==> src/rtl/bsmul_pkg.sv <==
package bsmul_pkg;
  typedef enum logic {
    PH_IDLE = 1'b0,
    PH_RUN  = 1'b1
  } phase_t;
endpackage

==> src/rtl/bsmul_seq.sv <==
module bsmul_seq
  import bsmul_pkg::*;
#(
  parameter int M = 16
) (
  input  logic clk,
  input  logic rst,
  input  logic accept,
  output logic step,
  output logic last,
  output logic done
);
  localparam int CW = $clog2(M + 1);

  phase_t        phase;
  logic [CW-1:0] left;

  always_ff @(posedge clk) begin
    if (rst) begin
      phase <= PH_IDLE;
      left  <= '0;
      done  <= 1'b0;
    end else begin
      done <= 1'b0;
      case (phase)
        PH_IDLE: begin
          if (accept) begin
            phase <= PH_RUN;
            left  <= CW'(M - 1);
          end
        end
        default: begin
          if (left == '0) begin
            phase <= PH_IDLE;
            done  <= 1'b1;
          end else begin
            left <= left - 1'b1;
          end
        end
      endcase
    end
  end

  assign step = (phase == PH_RUN);
  assign last = step && (left == '0);
endmodule

==> src/rtl/bsmul_negser.sv <==
module bsmul_negser #(
  parameter int M = 16
) (
  input  logic         clk,
  input  logic         rst,
  input  logic         load,
  input  logic         step,
  input  logic [M-1:0] mplier_in,
  output logic         neg,
  output logic         mag_bit
);
  logic [M-1:0] bits;
  logic         carry;

  always_ff @(posedge clk) begin
    if (rst) begin
      bits  <= '0;
      neg   <= 1'b0;
      carry <= 1'b0;
    end else if (load) begin
      bits  <= mplier_in;
      neg   <= mplier_in[M-1];
      carry <= 1'b1;
    end else if (step) begin
      bits  <= bits >> 1;
      carry <= carry & ~bits[0];
    end
  end

  // Serial ~x + 1: each output bit is the inverted input bit plus the incoming carry.
  assign mag_bit = neg ? (~bits[0] ^ carry) : bits[0];
endmodule

==> src/rtl/bsmul_acc.sv <==
module bsmul_acc #(
  parameter int N = 16,
  parameter int M = 16
) (
  input  logic           clk,
  input  logic           rst,
  input  logic           load,
  input  logic           step,
  input  logic           last,
  input  logic [N-1:0]   mcand_in,
  input  logic           neg,
  input  logic           mag_bit,
  output logic [N+M-1:0] product
);
  localparam int HW = N + 1;
  localparam int SW = N + 2;

  logic [N-1:0]   mc;
  logic [HW-1:0]  hi;
  logic [M-1:0]   lo;
  logic [SW-1:0]  hi_ext, addend, sum;
  logic [M:0]     lo_cat;
  logic [M-1:0]   lo_next;
  logic [HW+M-1:0] full;

  always_comb begin
    hi_ext  = {hi[HW-1], hi};
    addend  = mag_bit ? {{2{mc[N-1]}}, mc} : '0;
    sum     = neg ? (hi_ext - addend) : (hi_ext + addend);
    lo_cat  = {sum[0], lo};
    lo_next = lo_cat[M:1];
    full    = {sum[SW-1:1], lo_next};
  end

  always_ff @(posedge clk) begin
    if (rst) begin
      mc      <= '0;
      hi      <= '0;
      lo      <= '0;
      product <= '0;
    end else if (load) begin
      mc <= mcand_in;
      hi <= '0;
      lo <= '0;
    end else if (step) begin
      hi <= sum[SW-1:1];
      lo <= lo_next;
      if (last) product <= full[N+M-1:0];
    end
  end
endmodule

==> src/rtl/bsmul.sv <==
module bsmul #(
  parameter int N = 16,
  parameter int M = 16
) (
  input  logic           clk,
  input  logic           rst,
  input  logic           in_valid,
  output logic           in_ready,
  input  logic [N-1:0]   mcand,
  input  logic [M-1:0]   mplier,
  output logic           busy,
  output logic           done,
  output logic [N+M-1:0] product
);
  logic accept, step, last, neg, mag_bit;

  assign in_ready = ~step;
  assign busy     = step;
  assign accept   = in_valid & in_ready;

  bsmul_seq #(.M(M)) u_seq (
    .clk(clk), .rst(rst), .accept(accept),
    .step(step), .last(last), .done(done)
  );

  bsmul_negser #(.M(M)) u_neg (
    .clk(clk), .rst(rst), .load(accept), .step(step),
    .mplier_in(mplier), .neg(neg), .mag_bit(mag_bit)
  );

  bsmul_acc #(.N(N), .M(M)) u_acc (
    .clk(clk), .rst(rst), .load(accept), .step(step), .last(last),
    .mcand_in(mcand), .neg(neg), .mag_bit(mag_bit), .product(product)
  );
endmodule

==> config.mk <==
export PLATFORM = sky130hd
export DESIGN_NAME = bsmul
export DESIGN_NICKNAME = d
export VERILOG_FILES = /design/src/rtl/bsmul_pkg.sv /design/src/rtl/bsmul_seq.sv /design/src/rtl/bsmul_negser.sv /design/src/rtl/bsmul_acc.sv /design/src/rtl/bsmul.sv
export SDC_FILE = /design/constraint.sdc
export NUM_CORES = 1
export LEC_CHECK = 0
export ABC_AREA = 1
export BUFFER_PORTS_ARGS = -buffer_cell sky130_fd_sc_hd__buf_2
export CAP_MARGIN = 15
export CORE_AREA = 4 4 107 109
export CTS_BUF_LIST = sky130_fd_sc_hd__clkbuf_8 sky130_fd_sc_hd__clkbuf_16
export DETAILED_ROUTE_END_ITERATION = 6
export DIE_AREA = 0 0 111 113
export PLACE_DENSITY = 0.79
export SYNTH_ARGS = -nofsm -noshare
export SYNTH_HDL_FRONTEND = slang
export SYNTH_HIERARCHICAL = 1
export SYNTH_SLANG_ARGS = --single-unit
==> constraint.sdc <==
create_clock -name clk -period 4.7 [get_ports clk]
set_clock_uncertainty 0.15 [all_clocks]
set_input_delay 0.94 -clock clk [delete_from_list [all_inputs] [get_ports clk]]
set_output_delay 0.94 -clock clk [all_outputs]
set_load 0.005 [all_outputs]
=== After elaboration in Yosys (flattened, before gate mapping) ===
Cells that the tools add are included.

* Register bits: 106
* Input port bits: 35
* Output and inout bits: 35
* Word-level logic and storage cells: 41

* $add $sub $neg: 3
* Equality and inequality tests: 1
* Mux-type cells: 14
* Bitwise logic cells: 6
* Reduce and logical (&&, ||, !) cells: 7

{| class="wikitable"
|+ Operator list
! cell !! number
|-
| $mux 18 || 2
|-
| $mux 16 || 2
|-
| $add 18x18->18 || 1
|-
| $sub 18x18->18 || 1
|-
| $mux 5 || 3
|-
| $mux 1 || 7
|-
| $logic_not 5->1 || 1
|-
| $sub 5x1->5 const B || 1
|-
| $reduce_or 2->1 || 2
|-
| $not 1->1 || 3
|-
| $reduce_and 3->1 || 1
|-
| $and 1x1->1 || 2
|-
| $ne 2x2->1 const B || 1
|-
| $reduce_and 2->1 || 1
|-
| $reduce_bool 2->1 || 1
|-
| $logic_and 1x1->1 || 1
|-
| $xor 1x1->1 || 1
|}

=== Longest topological paths before layout ===
* Depth in word-level cells: 6
* Gate-level depth with buffers: 25
* Mapped depth without buffers: 24

=== By module ===
Netlist, hierarchy kept.

{| class="wikitable"
|+ Modules (own cells, without submodules)
! module !! instances !! cells an instance !! area each (µm²) !! sequential area each (µm²)
|-
| bsmul_acc || 1 || 614 || 4186.5 || 1601.5
|-
| bsmul_negser || 1 || 144 || 964.7 || 360.3
|-
| bsmul_seq || 1 || 46 || 347.8 || 140.1
|-
| bsmul || 1 || 3 || 13.8 || 0.0
|}

=== Worst setup path before layout ===
OpenSTA, ideal clock, no wires.

* Path kind: reg-to-reg
* Start point: register u_neg.bits[0]
* End point: register u_acc.hi[14]
* Library setup time: 109 ps
* Arrival: 3131 ps
* Required time: 4441 ps
* Slack: 1310 ps
* Cell stages (with the launch flop): 23
* Path buffers: 0
* Period minus slack after synthesis: 3390 ps
* Cells stage by stage: dfxtp_1 > inv_1 > ha_1 > nand2_1 > o21ai_0 > nand2_1 > ha_1 > nand4_1 > a21oi_1 > nand3_1 > nand2_1 > xor2_1 > inv_1 > ha_1 > a21oi_1 > a21boi_0 > nor2_1 > nor3_1 > nand2_1 > nand2_1 > nand3_1 > nand2_1 > inv_1

* Cells in the longest elaborated chain, start to end: 6
* Elaborated cells between the ends (all ways): 7
* Classes of those cells: 2 x add/sub; 3 x mux; 2 x bitwise

{| class="wikitable"
|+ RTL lines
! element !! line !! source
|-
| start, declared || bsmul_negser.sv:12 || <nowiki>logic [M-1:0] bits;</nowiki>
|-
| start signal, assigned || bsmul_negser.sv:21 || <nowiki>bits <= mplier_in;</nowiki>
|-
| start signal, assigned || bsmul_negser.sv:25 || <nowiki>bits <= bits >> 1;</nowiki>
|-
| $not 1->1 || bsmul_negser.sv:31 || <nowiki>assign mag_bit = neg ? (~bits[0] ^ carry) : bits[0];</nowiki>
|-
| $xor 1x1->1 || bsmul_negser.sv:31 ||
|-
| $mux 1 (*) || bsmul_negser.sv:31 ||
|-
| net mag_bit || bsmul.sv:15 || <nowiki>logic accept, step, last, neg, mag_bit;</nowiki>
|-
| $mux 18 (*) || bsmul_acc.sv:28 || <nowiki>addend = mag_bit ? {{2{mc[N-1]}}, mc} : '0;</nowiki>
|-
| $add 18x18->18 or $sub 18x18->18 (tied branches) || bsmul_acc.sv:29 || <nowiki>sum = neg ? (hi_ext - addend) : (hi_ext + addend);</nowiki>
|-
| $mux 18 (*) || bsmul_acc.sv:29 ||
|-
| end signal, assigned || bsmul_acc.sv:46 || <nowiki>hi <= sum[SW-1:1];</nowiki>
|-
| end, declared || bsmul_acc.sv:19 || <nowiki>logic [HW-1:0] hi;</nowiki>
|}

Mark *: on every way through the listed nets, which the timed path passes. The rest lies on a longest branch.
A chain may end at the register's enable or synchronous reset.

=== Final worst setup path ===
* Start point: register u_neg.bits[0]
* End point: register u_acc.product[30]

* Cells in the longest elaborated chain, start to end: 6
* Elaborated cells between the ends (all ways): 7
* Classes of those cells: 2 x add/sub; 3 x mux; 2 x bitwise

{| class="wikitable"
|+ RTL lines
! element !! line !! source
|-
| $not 1->1 || bsmul_negser.sv:31 ||
|-
| $xor 1x1->1 || bsmul_negser.sv:31 ||
|-
| $mux 1 (*) || bsmul_negser.sv:31 ||
|-
| net mag_bit || bsmul.sv:15 ||
|-
| $mux 18 (*) || bsmul_acc.sv:28 ||
|-
| $add 18x18->18 or $sub 18x18->18 (tied branches) || bsmul_acc.sv:29 ||
|-
| $mux 18 (*) || bsmul_acc.sv:29 ||
|-
| end signal, assigned || bsmul_acc.sv:48 || <nowiki>if (last) product <= full[N+M-1:0];</nowiki>
|-
| end, declared || bsmul_acc.sv:13 || <nowiki>output logic [N+M-1:0] product</nowiki>
|}

Marked as above.

==> flow_metrics.env <==
export IMPL_drive_gt1_share_pct=14.0
export IMPL_syn_area_um2=5510
export IMPL_stdcell_area_um2=6100
export IMPL_cp_max_fo=24
export IMPL_arrival_ps=3950
export IMPL_grt_overflow_total=0
export IMPL_hold_path_class="reg -> reg"
export IMPL_grt_pass1_wl_mm=21.2
export IMPL_postCtsSetupBuffers=0
export IMPL_clock_sinks=105
export IMPL_numPortBuffers=69
export IMPL_antenna_found_initial=0
export IMPL_syn_inst=807
export IMPL_cp_required_ps=4830
export IMPL_cts_hold_buffers=0
export IMPL_grt_use_total_pct=20.0
export IMPL_wl_per_cell_um=12.3
export IMPL_critPathKind="reg -> reg"
export IMPL_place_hpwl_mm=8.71
export IMPL_worst_setup_path_end_kind="flip-flop"
export IMPL_synth_nets=863
export IMPL_routed_wirelength_mm=12.3
export IMPL_core_area_um2=10600
export IMPL_status="finished, final reports clean"
export IMPL_clk_pin_slew_worst_paths_ps=110
export IMPL_ant_nets=0
export IMPL_fin_crit_ps=3810
export IMPL_viasPerCell=5.06
export IMPL_synth_seq_cells=105
export IMPL_finalCritPeriodShare_pct=81.2
export IMPL_start_util_pct=52.0
export IMPL_drc_errors=0
export IMPL_die_area_um2=12500
export IMPL_startpoint_type="flip-flop"
export IMPL_yosysTopAreaCellShare_pct=38.1
export IMPL_worstSkewPairLatency_ps=380
export IMPL_finalSetupViolCount=0
export IMPL_layout_commonest_cell="nand2_1"
export IMPL_fill_cells=1046
export IMPL_cpMostUsedCell="nand2_1"
export IMPL_synth_cell_types=40
export IMPL_rsz0062_at_grt="no"
export IMPL_ctsResizeCount=0
export IMPL_ys_seq_area_share_pct=38.1
export IMPL_rows=38
export IMPL_gp_congestion=0.884
export IMPL_firstDrtPassIters=4
export IMPL_maxSlewViolCount=0
export IMPL_cts_path_max_buffers=2
export IMPL_cts_tree="built"
export IMPL_critical_path_top_delay_family="simple AND/OR/NAND/NOR gates"
export IMPL_clockRootBuffer="clkbuf_8"
export IMPL_utilization_pct=57.5
export IMPL_yosys_top_cells_area="dfxtp_1, nand2_1, nor2_1"
export IMPL_vdd_drop_max_uv=213
export IMPL_diodes=0
export IMPL_total_power_mw=2.41
export IMPL_cap_violations=0
export IMPL_syn2layout_area_growth_pct=10.6
export IMPL_die_y_um=113
export IMPL_synth_warnings=6
export IMPL_slowest_stage="dfxtp_1"
export IMPL_max_freq_mhz=262
export IMPL_synth_area_leader_cell="dfxtp_1"
export IMPL_final_nets=914
export IMPL_critical_path_buf_inv_count=4
export IMPL_drt_iter0_markers=265
export IMPL_power_density_nw_per_um2=395
export IMPL_holdWs_ps=318
export IMPL_max_slew_margin_rel_pct=34.7
export IMPL_worst_pin_slew_ps=978
export IMPL_final_hold_violation_count=0
export IMPL_place_area_um2=5880
export IMPL_final_cell_mix="nand2_1, nor2_1, dfxtp_1"
export IMPL_cts_buffers=9
export IMPL_setup_tns_ps=0
export IMPL_total_leakage_power_nw=3.03
export IMPL_grt_max_degree=48
export IMPL_io_pins=70
export IMPL_max_stage_delay_ps=340
export IMPL_crit_chain="inv_1, ha_1, nand2_1, o21ai_1, buf_4, nand2_1, ha_1, nand4_1, a21oi_1, nand3_1, nand2_1, xor2_1, inv_1, ha_1, a21oi_1, a21boi_0, nor2_1, nor3_1, nand2_1, nand2_1, nand3_1, nand2_1, inv_1"
export IMPL_vias=5076
export IMPL_die_w_um=111
export IMPL_cts_htree_levels=3
export IMPL_syn_area_per_cell_um2=6.83
export IMPL_grt_pass1_vias=4734
state kept, by name, indices dropped and copies added (netlist names):
| name | cells |
|---|---|
| u_neg/carry | 1 |
| u_seq/done | 1 |
| u_acc/product | 32 |
| u_acc/hi | 17 |
| u_neg/bits | 16 |
| u_seq/left | 5 |
| u_acc/mc | 16 |
| u_neg/neg | 1 |
| u_seq/step | 1 |
| u_acc/lo | 15 |
path summary, 6_finish.rpt:
path | from | to | slack [ps] | cells past startpoint
worst min-delay path | u_seq/left[4]$_SDFFE_PP0P_ | u_seq/left[4]$_SDFFE_PP0P_ | 320 | 2
worst min register to register | u_seq/left[4]$_SDFFE_PP0P_ | u_seq/left[4]$_SDFFE_PP0P_ | 320 | 2
worst max register to register | u_neg/bits[0]$_SDFFE_PP0P_ | u_acc/product[30]$_SDFFE_PP0P_ | 890 | 23
worst max-delay path | u_neg/bits[0]$_SDFFE_PP0P_ | u_acc/product[30]$_SDFFE_PP0P_ | 890 | 23
cell usage after synthesis, drive strengths merged:
cell type,number
o21bai,2
clkbuf,19
nand2,191
a21o,4
dfxtp,105
nand3,40
inv,90
a31oi,1
a21boi,3
o31ai,1
buf,14
fa,1
nor3,5
or2,4
o21ai,70
a211oi,2
nand4,6
nor2,144
ha,20
xor2,11
a21oi,56
o211ai,7
nor4,1
xnor2,10
where the power goes:
part	internal, mW	switching [mW]	leakage [nW]
Sequential	0.949	0.0471	0.858
Combinational	0.294	0.527	2.07
Clock	0.220	0.369	0.107
per-layer routing:
metal / vias up / GRT usage (%) / share of wire, %
met5: - / 0 / 0
met4: 0 / 4.60 / 1.3
met3: 14 / 4.06 / 4.0
met2: 97 / 34.4 / 48
met1: 2288 / 26.1 / 47
li1: 2677 / - / -
tightest hold or removal path, cell delays in order (launching register included):
cell     delay, ps
dfxtp_1        330
nand3_1         70
nor2_1          40
logic make-up after synthesis:
logic type / share of synthesized area [%]
DFF: 38.1
AOI/OAI and AO/OA: 15.2
buffers and inverters: 9.51
adders and majority gates: 4.90
xor gates and xnor gates: 3.34
and+or+nand+nor: 29.0
layout make-up:
type                    instances  area, um^2  area share [%]
inverters                      90         338            5.54
repair buffers                 73         375            6.16
clock inverters                 7        93.8            1.54
well taps                     140         175            2.87
multi-input cells             579        2890            47.4
clock buffers                   9         124            2.03
flip-flops and latches        105        2100            34.5
metrics by stage:
stage	worst slack (ps)	std cells
4_1_cts	920	1003
2_1_floorplan	1310	807
6_report	886	1003
5_1_grt	254	1003
3_3_place_gp	1020	987
3_5_place_dp	961	987
(Power assumes the default switching activity.)
